<file path="config.mk">
export PLATFORM = sky130hd
export DESIGN_NAME = ecap_walker
export DESIGN_NICKNAME = d
export VERILOG_FILES = /design/src/rtl/ecap_walker.sv
export SDC_FILE = /design/constraint.sdc
export NUM_CORES = 1
export LEC_CHECK = 0
export BUFFER_PORTS_ARGS = -buffer_cell sky130_fd_sc_hd__buf_4
export CELL_PAD_IN_SITES_DETAIL_PLACEMENT = 1
export CELL_PAD_IN_SITES_GLOBAL_PLACEMENT = 2
export CORE_ASPECT_RATIO = 0.75
export CORE_UTILIZATION = 37
export CTS_BUF_LIST = sky130_fd_sc_hd__clkbuf_16
export CTS_CLUSTER_DIAMETER = 120
export DETAILED_ROUTE_END_ITERATION = 8
export PLACE_DENSITY_LB_ADDON = 0.25
export SLEW_MARGIN = 40
export SYNTH_ARGS = -nofsm -noshare
export SYNTH_HDL_FRONTEND = slang
export SYNTH_SLANG_ARGS = --single-unit
</file>
<file path="constraint.sdc">
create_clock -name clk -period 4.9 [get_ports clk]
set_input_delay 0.49 -clock clk [delete_from_list [all_inputs] [get_ports clk]]
set_output_delay 0.49 -clock clk [all_outputs]
set_load 0.005 [all_outputs]
</file>
<file path="src/rtl/ecap_walker.sv">
module ecap_walker #(
  parameter int OFF_W    = 12,
  parameter int ID_W     = 16,
  parameter int VER_W    = 4,
  parameter int SIZE_W   = 13,
  parameter int BASE_OFF = 256,
  parameter int MAX_HOPS = 1024
) (
  input  logic                          clk,
  input  logic                          rst_n,
  input  logic                          start,
  input  logic                          op_append,
  input  logic [ID_W-1:0]               req_id,
  input  logic [VER_W-1:0]              new_ver,
  input  logic [OFF_W-1:0]              new_off,
  input  logic [SIZE_W-1:0]             new_size,
  output logic                          done,
  output logic                          err,
  output logic [OFF_W-1:0]              hit_off,
  output logic [OFF_W-1:0]              prev_off,
  output logic                          mem_rd,
  output logic                          mem_wr,
  output logic [OFF_W-3:0]              mem_addr,
  output logic [ID_W+VER_W+OFF_W-1:0]   mem_wdata,
  input  logic [ID_W+VER_W+OFF_W-1:0]   mem_rdata,
  output logic                          mask_clr,
  output logic [OFF_W-3:0]              mask_addr
);
  localparam int WA_W  = OFF_W - 2;
  localparam int NX_LO = ID_W + VER_W;
  localparam int DW    = NX_LO + OFF_W;
  localparam int NW_W  = SIZE_W - 1;
  localparam int HOP_W = $clog2(MAX_HOPS + 1);
  localparam logic [OFF_W-1:0]  BASE  = OFF_W'(BASE_OFF);
  localparam logic [OFF_W-1:0]  LIMIT = OFF_W'((1 << OFF_W) - 8);
  localparam logic [SIZE_W-1:0] MIN_SZ = SIZE_W'(8);

  typedef enum logic [2:0] {S_IDLE, S_RD, S_CMP, S_WTAIL, S_WNEW, S_MCLR} st_t;

  st_t               st;
  logic              app_q;
  logic [ID_W-1:0]   id_q;
  logic [VER_W-1:0]  ver_q;
  logic [OFF_W-1:0]  off_q, cur, prv, keep_nx;
  logic [NW_W-1:0]   nw_q, wcnt;
  logic [HOP_W-1:0]  hops;
  logic [NX_LO-1:0]  tail_lo;

  logic [OFF_W-1:0] hdr_nx;
  logic [ID_W-1:0]  hdr_id;
  logic [SIZE_W:0]  sz_up;
  logic             hit, nx_bad, req_bad, at_limit;

  assign hdr_nx   = mem_rdata[DW-1:NX_LO];
  assign hdr_id   = mem_rdata[ID_W-1:0];
  assign hit      = !app_q && (id_q != '0) && (hdr_id == id_q);
  assign nx_bad   = (hdr_nx < BASE) || (hdr_nx > LIMIT);
  assign at_limit = (hops == HOP_W'(MAX_HOPS - 1));
  assign sz_up    = {1'b0, new_size} + (SIZE_W+1)'(3);
  assign req_bad  = (new_off[1:0] != 2'b00) || (new_off < BASE) ||
                    (new_off > LIMIT) || (new_size < MIN_SZ);

  assign mem_rd    = (st == S_RD);
  assign mem_wr    = (st == S_WTAIL) || (st == S_WNEW);
  assign mask_clr  = (st == S_MCLR);
  assign mask_addr = off_q[OFF_W-1:2] + WA_W'(wcnt);

  always_comb begin
    case (st)
      S_RD:    mem_addr = cur[OFF_W-1:2];
      S_WTAIL: mem_addr = prv[OFF_W-1:2];
      default: mem_addr = off_q[OFF_W-1:2];
    endcase
    if (st == S_WTAIL) mem_wdata = {off_q, tail_lo};
    else               mem_wdata = {keep_nx, ver_q, id_q};
  end

  always_ff @(posedge clk or negedge rst_n) begin
    if (!rst_n) begin
      st       <= S_IDLE;
      done     <= 1'b0;
      err      <= 1'b0;
      hit_off  <= '0;
      prev_off <= '0;
      app_q    <= 1'b0;
      id_q     <= '0;
      ver_q    <= '0;
      off_q    <= '0;
      cur      <= '0;
      prv      <= '0;
      keep_nx  <= '0;
      nw_q     <= '0;
      wcnt     <= '0;
      hops     <= '0;
      tail_lo  <= '0;
    end else begin
      done <= 1'b0;
      err  <= 1'b0;
      case (st)
        S_IDLE: if (start) begin
          app_q   <= op_append;
          id_q    <= req_id;
          ver_q   <= new_ver;
          off_q   <= new_off;
          nw_q    <= sz_up[SIZE_W:2];
          cur     <= BASE;
          prv     <= '0;
          hops    <= '0;
          wcnt    <= '0;
          keep_nx <= '0;
          if (op_append && req_bad) begin
            done     <= 1'b1;
            err      <= 1'b1;
            hit_off  <= '0;
            prev_off <= '0;
          end else begin
            st <= S_RD;
          end
        end
        S_RD: st <= S_CMP;
        S_CMP: begin
          if (app_q && off_q == BASE) begin
            keep_nx  <= hdr_nx;
            prev_off <= '0;
            st       <= S_WNEW;
          end else if (cur == BASE && mem_rdata == '0) begin
            done     <= 1'b1;
            err      <= app_q;
            hit_off  <= '0;
            prev_off <= '0;
            st       <= S_IDLE;
          end else if (hit) begin
            done     <= 1'b1;
            hit_off  <= cur;
            prev_off <= prv;
            st       <= S_IDLE;
          end else if (hdr_nx == '0) begin
            if (app_q) begin
              prv      <= cur;
              tail_lo  <= mem_rdata[NX_LO-1:0];
              prev_off <= cur;
              st       <= S_WTAIL;
            end else begin
              done     <= 1'b1;
              hit_off  <= '0;
              prev_off <= cur;
              st       <= S_IDLE;
            end
          end else if (nx_bad || at_limit) begin
            done     <= 1'b1;
            err      <= 1'b1;
            hit_off  <= '0;
            prev_off <= cur;
            st       <= S_IDLE;
          end else begin
            prv  <= cur;
            cur  <= hdr_nx;
            hops <= hops + 1'b1;
            st   <= S_RD;
          end
        end
        S_WTAIL: st <= S_WNEW;
        S_WNEW: begin
          wcnt <= '0;
          st   <= S_MCLR;
        end
        S_MCLR: begin
          if (wcnt == nw_q - 1'b1) begin
            done    <= 1'b1;
            hit_off <= off_q;
            st      <= S_IDLE;
          end else begin
            wcnt <= wcnt + 1'b1;
          end
        end
        default: st <= S_IDLE;
      endcase
    end
  end
endmodule


</file>
==> results by group, run 1 <==
Synthesis
  – #FFs+latches synth: 153
  – EDFF count, synth: 0
  – Average size of a mapped cell: ~9.8 sq um
  – Yosys warning count: 0
  – Cells after Synth: roughly 860
  – Synth area leaders: dfrtp_1 45%, mux2_2 10%, nand2_1 8.0%
  – Synth area leader: dfrtp_1
  – Sequential area share after synthesis: between 40% and 50%
  – Async SR Flop Fraction: between 90% and 100%
  – Top-count cell post-synth: nand2_1
  – Post-synth top cells: 180 x nand2_1, 153 x dfrtp_1, 76 x mux2_2
  – Post-Synthesis Cell Area: around 0.0084 sq mm
  – Top-area cell type share of the netlist area: ~45%
  – Synth unique cells: 64
  – Syn_nets: 957
  – Top_reg_cell synth: dfrtp_1

Route
  – DRC: 0
  – Post-route ant nets: 0
  – DR iter-0 viols: roughly 340
  – Drt via density: roughly 5.3
  – DR pass1 iterations: 4
  – Wire per inst: between 15 and 20 um
  – Total Wirelength: approximately 26 mm
  – Vias: 7000

Setup path
  – CP cell instances: ha_1 -> a21o_1 -> a21oi_1 -> o21ai_0 -> a21oi_1 -> o21ai_0 -> a21o_1 -> a21oi_1 -> xnor2_1 -> buf_4
  – Flop2flop setup slack: 1.68 ns
  – Critical path required time: between 4 and 5 ns
  – Setup crit end kind: output pin
  – Worst EP arrival: 2.93 ns
  – Max incr delay on CP: 0.56 ns
  – Worst setup SP type: flop
  – Kind of cell adding the most delay to the critical path: compound AO/OA/AOI/OAI gates
  – End of the worst register-to-register path: wcnt[11]
  – Most used cell, CP: a21oi_1
  – Path type of the worst setup path: flop to output pin
  – R2r startpoint: nw_q[0]
  – Critical path buffers and inverters: 1
  – CP Max Fanout: 7
  – Crit-path slowest cell: dfrtp_1
  – Reg2Reg Depth: 10

CTS
  – CTS Hold Buffers Added: 0
  – TritonCTS clock tree: yes
  – # clock sinks: about 150
  – Buffer count from post-CTS setup fixing: 0
  – Worst-skew pair later-pin latency: about 0.43 ns
  – Max clock buf depth: 2
  – Post-cts sizing count: 0
  – Cts bufs inserted: 17
  – Clk root buf: clkbuf_16
  – Clock transition at the registers of the reported paths: about 0.060 ns
  – H-tree levels: 4

Timing
  – Clock Skew: approximately 0.011 ns
  – Fmax: around 300 MHz
  – Final Hold Vio Count: 0
  – RSZ-0062 raised after global routing: no
  – Tmin final: about 3.4 ns
  – Final setup fails: 0
  – Worst-Margin Slew: 0.802 ns
  – Slew headroom: between 40 and 50%
  – Fin Setup TNS: 0 ns
  – Fin crit share: 69.9%
  – Slew Limit Fails: 0

Power and ir drop
  – Leak pwr: 5.01 nW
  – Max VDD drop: ~0.00025 V
  – Power Density: a little over 500 mW/mm^2

Global routing
  – GRT Max-Usage Layer: met2
  – Routing usage on met1: 34.1%
  – Tot GR Track Use: about 23%
  – Largest net degree at the start of global routing: 86
  – GR Layer Usage met2: roughly a third
  – First-pass GRT wire length: 41.5 mm
  – Met3 usage: 4.31%
  – Vias in the first global route: roughly 7300
  – Total grt overflow: 0
  – Initial antenna violation count: 0

Placed design
  – DPL Wire Length: 19.2 mm
  – GPL Wtd Cong: 0.822
  – Number of port buffers: between 150 and 200

Die
  – Site row count: 47
  – Initial core utilization: approximately two fifths
  – Die width: ~180 um
  – Die height: between 100 and 150 um
  – Ports: between 150 and 200
  – Die ar.: about 0.023 sq mm
  – Core area: ~0.022 sq mm

Final layout
  – Share of cells above drive strength 1: 29.4%
  – Final core occ: a little under half
  – Fillers: approximately 2600
  – # diodes: 0
  – Synthesis-to-layout area growth: 24.3%
  – Nets: roughly 1100
  – Storage element area: ~0.0038 sq mm
  – Footprint of the multi-input gates: about 0.0043 sq mm

Run status
  – Status: finished clean

Hold path
  – Worst hold path type: primary input to asynchronous set/reset pin

Job
  – Max cap viols: 0
==> cells in the final DEF, fill, tap and decap left out, types with 3 or more instances in the layout <==
cell and count:
nand2_1 180, buf_4 174, dfrtp_1 153, mux2_2 76, o21ai_0 63, xor2_1 33, nor2_1 28, xnor2_1 24
mux2i_1 23, nor4_1 23, nand3_1 22, inv_1 21, and3_1 19, clkbuf_16 17, a21oi_1 16, nand4_1 15
a22o_1 12, ha_1 12, mux2_4 9, nor3_1 8, or3_1 8, nand2b_1 6, o21ai_1 6, nor2b_1 5
a21o_1 5, or2_2 5, a31oi_1 5, clkinv_1 5, and2_1 3, nand3b_1 3
==> cells by family after synthesis <==
logic type      synth area share, %
compound gates                 9.52
xor+xnor                       5.93
fa+ha+maj                      2.14
buf+inv                        3.19
flops                          45.4
mux                            14.5
simple gates                   19.3
==> worst reg2reg max path, stage by stage, from the launching register on <==
cell      delay (ns)
dfrtp_1         0.42
inv_1           0.09
ha_1            0.20
nor2b_1         0.33
nand4b_1        0.16
xnor2_1         0.15
or4_4           0.55
a2111o_1        0.37
a21oi_2         0.53
nor4_1          0.15
mux2i_1         0.16
==> final cells by class <==
| cell class | instances | area share (%) |
|---|---|---|
| multi-input cells | 649 | 41.5 |
| flip-flops and latches | 153 | 36.5 |
| clock inverters | 13 | 1.10 |
| repair buffers | 175 | 12.6 |
| clock buffers | 17 | 4.06 |
| well taps | 294 | 3.51 |
| inverters | 19 | 0.681 |
==> through the flow <==
step | cells | setup slack [ns] | power, mW | hold slack (ns) | cell area [sq um]
6_report | 1320 | 1.48 | 5.44 | 0.110 | 10500
5_1_grt | 1320 | 1.29 | 5.80 | 0.160 | 10500
4_1_cts | 1320 | 1.49 | 5.50 | 0.140 | 10500
3_5_place_dp | 1290 | 1.61 | 4.22 | 0.460 | 9930
3_3_place_gp | 1290 | 1.68 | 4.18 | 0.454 | 9930
2_1_floorplan | 863 | 2.07 | 3.18 | 0.194 | 8430
==> state kept, by name, indices dropped and copies added (netlist names), 12 cells and up <==
signal / flops
tail_lo: 20
id_q: 16
wcnt: 12
off_q: 12
keep_nx: 12
prev_off: 12
nw_q: 12
cur: 12
hit_off: 12
prv: 12
==> power by group <==
group / internal (mW) / switching (mW)
logic: 1.03 / 1.13
clock network: 0.730 / 0.521
registers: 1.57 / 0.449
==> worst max-delay path by stage <==
stage                        startpoint           end  slack, ns  cells after the start
after floorplan                 nw_q[0]   hit_off[10]       2.07                     12
after global placement    mem_rdata[28]    hit_off[2]       1.68                      8
after detailed placement  mem_rdata[28]    hit_off[2]       1.61                      8
after CTS                       wcnt[1]  mask_addr[9]       1.49                     10
after global routing            wcnt[0]  mask_addr[8]       1.29                     12
final                           wcnt[1]  mask_addr[9]       1.48                     10
==> per-layer routing <==
layer | part of all wire (%) | routed length (um) | up-vias
met5 | 0 | 0 | -
met4 | 1.1 | 282 | 0
met3 | 4.2 | 1110 | 16
met2 | 45 | 11700 | 162
met1 | 50 | 13100 | 3498
li1 | - | - | 3324
Power figures use the tool's default switching activity.
==> run 2: changes to the inputs <==
--- a/config.mk
+++ b/config.mk
@@ -9,7 +9,7 @@
 export CELL_PAD_IN_SITES_DETAIL_PLACEMENT = 1
 export CELL_PAD_IN_SITES_GLOBAL_PLACEMENT = 2
 export CORE_ASPECT_RATIO = 0.75
-export CORE_UTILIZATION = 37
+export CORE_UTILIZATION = 35
 export CTS_BUF_LIST = sky130_fd_sc_hd__clkbuf_16
 export CTS_CLUSTER_DIAMETER = 120
 export DETAILED_ROUTE_END_ITERATION = 8
==> constraint.sdc (replaced) <==
create_clock -name clk -period 3.5 [get_ports clk]
set_input_delay 0.35 -clock clk [delete_from_list [all_inputs] [get_ports clk]]
set_output_delay 0.35 -clock clk [all_outputs]
set_load 0.005 [all_outputs]
==> run 2 against run 1 <==
  * First-iteration DRC count is 22% higher
  * Power is 45% higher
  * Sequential share of layout area is 0.59 points lower
  * Routed wire length is 2.6% higher
  * Clock power is 56% higher
  * Critical path type is now flop to flop
==> results by group, run 2 (synthesized netlist as in run 1, its figures left out) <==
Run status
  – Status: finished clean (unchanged)

Setup path
  – Max incr delay on CP: 0.54 ns (was 0.56 ns)
  – Kind of cell adding the most delay to the critical path: simple AND/OR/NAND/NOR gates (was compound AO/OA/AOI/OAI gates)
  – Worst setup SP type: flop (unchanged)
  – Worst EP arrival: 3.60 ns (was 2.93 ns)
  – CP cell instances: inv_1 -> ha_1 -> nor2b_1 -> nand4b_1 -> xnor2_1 -> or4_4 -> a2111oi_4 -> nand2_1 -> and3_1 -> mux2_4 (was ha_1 -> a21o_1 -> a21oi_1 -> o21ai_0 -> a21oi_1 -> o21ai_0 -> a21o_1 -> a21oi_1 -> xnor2_1 -> buf_4)
  – End of the worst register-to-register path: hit_off[3] (was wcnt[11])
  – Critical path buffers and inverters: 1 (unchanged)
  – Critical Path Source: nw_q[0] (was wcnt[1])
  – Path type of the worst setup path: flop to flop (was flop to output pin)
  – Critical path required time: 3.80 ns (was 4.41 ns)
  – R2r startpoint: nw_q[0] (unchanged)
  – CP Max Fanout: 13 (was 7)
  – Setup crit end: hit_off[3] (was mask_addr[9])
  – Reg2Reg Depth: 10 (unchanged)
  – Crit-path slowest cell: or4_4 (was dfrtp_1)
  – Worst path depth: 10 (unchanged)
  – Setup crit end kind: flop (was output pin)
  – Flop2flop setup slack: 0.21 ns (was 1.68 ns)

Placed design
  – Post-DP Area: 0.0100 sq mm (was 0.00993 sq mm)
  – Cell count after placement: 1305 (was 1290)
  – DP Worst Slack: 0.249 ns (was 1.61 ns)
  – DPL Wire Length: 19.9 mm (was 19.2 mm)
  – Number of port buffers: 161 (unchanged)
  – GPL Wtd Cong: 0.843 (was 0.822)

Global routing
  – First-pass GRT wire length: 42.2 mm (was 41.5 mm)
  – Tot GR Track Use: 22.5% (was 23.1%)
  – Total grt overflow: 0 (unchanged)
  – Largest net degree at the start of global routing: 66 (was 86)
  – Initial antenna violation count: 0 (unchanged)
  – Vias in the first global route: 7171 (was 7256)

CTS
  – TritonCTS clock tree: yes (unchanged)
  – Clk root buf: clkbuf_16 (unchanged)
  – Cts bufs inserted: 17 (unchanged)
  – # clock sinks: 153 (unchanged)
  – H-tree levels: 4 (unchanged)
  – Clock transition at the registers of the reported paths: 0.07 ns (was 0.06 ns)
  – Buffer count from post-CTS setup fixing: 0 (unchanged)
  – Max clock buf depth: 2 (unchanged)
  – Worst-skew pair later-pin latency: 0.44 ns (was 0.43 ns)

Hold path
  – Worst hold path type: primary input to flop (was primary input to asynchronous set/reset pin)

Die
  – Initial core utilization: 36.2% (was 38.0%)
  – Die height: 136 um (was 133 um)
  – Die width: 181 um (was 176 um)
  – Ports: 162 (unchanged)
  – Die ar.: 0.0247 sq mm (was 0.0234 sq mm)
  – Core area: 0.0233 sq mm (was 0.0222 sq mm)
  – Site row count: 48 (was 47)

Final layout
  – Share of cells above drive strength 1: 30.3% (was 29.4%)
  – Synthesis-to-layout area growth: 26.4% (was 24.3%)
  – Top flop regs: tail_lo (20), id_q (16) (unchanged)
  – Fin cells: 1338 (was 1320)
  – Commonest non-fill, non-tap cells in the layout: 181 x buf_4, 180 x nand2_1, 152 x dfrtp_1 (was 180 x nand2_1, 174 x buf_4, 153 x dfrtp_1)
  – Nets: 1119 (was 1109)
  – # diodes: 0 (unchanged)
  – Largest Register: tail_lo (unchanged)
  – Most common cell after layout, fill and taps aside: buf_4 (was nand2_1)
  – Design Area, Final: 0.0107 sq mm (was 0.0105 sq mm)
  – Number of flip-flops in the largest register: 20 (unchanged)

Route
  – Drt via density: 5.21 (was 5.30)
  – Vias: 6975 (was 7000)
  – DR iter-0 viols: 409 (was 335)
  – DRC: 0 (unchanged)
  – DR pass1 iterations: 4 (unchanged)
  – Post-route ant nets: 0 (unchanged)
  – Total Wirelength: 26.8 mm (was 26.1 mm)
  – Wire per inst: 20.0 um (was 19.8 um)

Timing
  – Fin crit share: between 90% and 100%
  – Fin Setup TNS: 0 ns (unchanged)
  – Final Hold Vio Count: 0 (unchanged)
  – Worst-Margin Slew: 0.805 ns (was 0.802 ns)
  – Slew headroom: 46.3% (was 46.5%)
  – Setup ws final: 0.205 ns (was 1.48 ns)
  – Clock Skew: 0.0170 ns (was 0.0107 ns)
  – Final setup fails: 0 (unchanged)
  – RSZ-0062 raised after global routing: no (unchanged)
  – Fmax: 303 MHz
  – Slew Limit Fails: 0 (unchanged)
  – Tmin final: around 3.3 ns

Power and ir drop
  – Leak pwr: 5.11 nW (was 5.01 nW)
  – Total power: 7.90 mW (was 5.44 mW)
  – Power Density: 742 mW/mm^2 (was 519 mW/mm^2)
  – Max VDD drop: 0.000421 V (was 0.000255 V)

Job
  – Max cap viols: 0 (unchanged)
run 2: power breakdown:
part	switching [mW]	internal, mW	leakage, nW
registers	0.615	2.20	2.05
logic	1.65	1.49	2.76
clock network	0.766	1.18	0.302
run 2: per-stage QoR:
stage	hold WS [ns]	util [%]
detailed placement	0.409	43.0
global placement	0.402	43.0
global route	0.0939	45.7
floorplan	0.0544	-
CTS	0.0868	45.7
finish	0.103	45.7
run 2: area by class of cell:
class	count	area (sq um)
Clock buffer	17	425
Clock inverter	15	185
Tap cell	300	375
Timing Repair Buffer	185	1420
Sequential cell	153	3830
Multi-Input combinational cell	649	4350
Fill cell	2678	12600
Inverter	19	71.3
run 2: worst register-to-register path, cell delays in order (launching register included):
cell	delay [ns]
dfrtp_1	0.42
inv_1	0.10
ha_1	0.20
nor2b_1	0.34
nand4b_1	0.17
xnor2_1	0.15
or4_4	0.54
a2111oi_4	0.25
nand2_1	0.10
and3_1	0.48
mux2_4	0.42
run 2: repair_timing:
action / 4_1_cts / 5_1_grt
resized for setup: 0 / 1
endpoints found under the setup margin: 0 / 1
hold endpoints to repair: 63 / 0
hold buffers: 1 / 0
run 2: worst min path at each step:
| stage | start | endpoint | slack, ns | depth (start not counted) |
|---|---|---|---|---|
| CTS | req_id[3] | id_q[3] | 0.09 | 3 |
| finish | req_id[14] | id_q[14] | 0.10 | 3 |
| global placement | rst_n | off_q[7] | 0.40 | 1 |
| global route | new_ver[3] | ver_q[3] | 0.09 | 3 |
| floorplan | rst_n | app_q | 0.05 | 0 |
| detailed placement | rst_n | off_q[7] | 0.41 | 1 |
run 2: routing by layer:
layer / GRT usage (%) / vias to the layer above / routed length, um
met4: 5.04 / 0 / 221
met5: 0 / - / 0
met2: 33.6 / 163 / 11900
met3: 4.63 / 15 / 1110
met1: 33.1 / 3436 / 13600
li1: - / 3361 / -
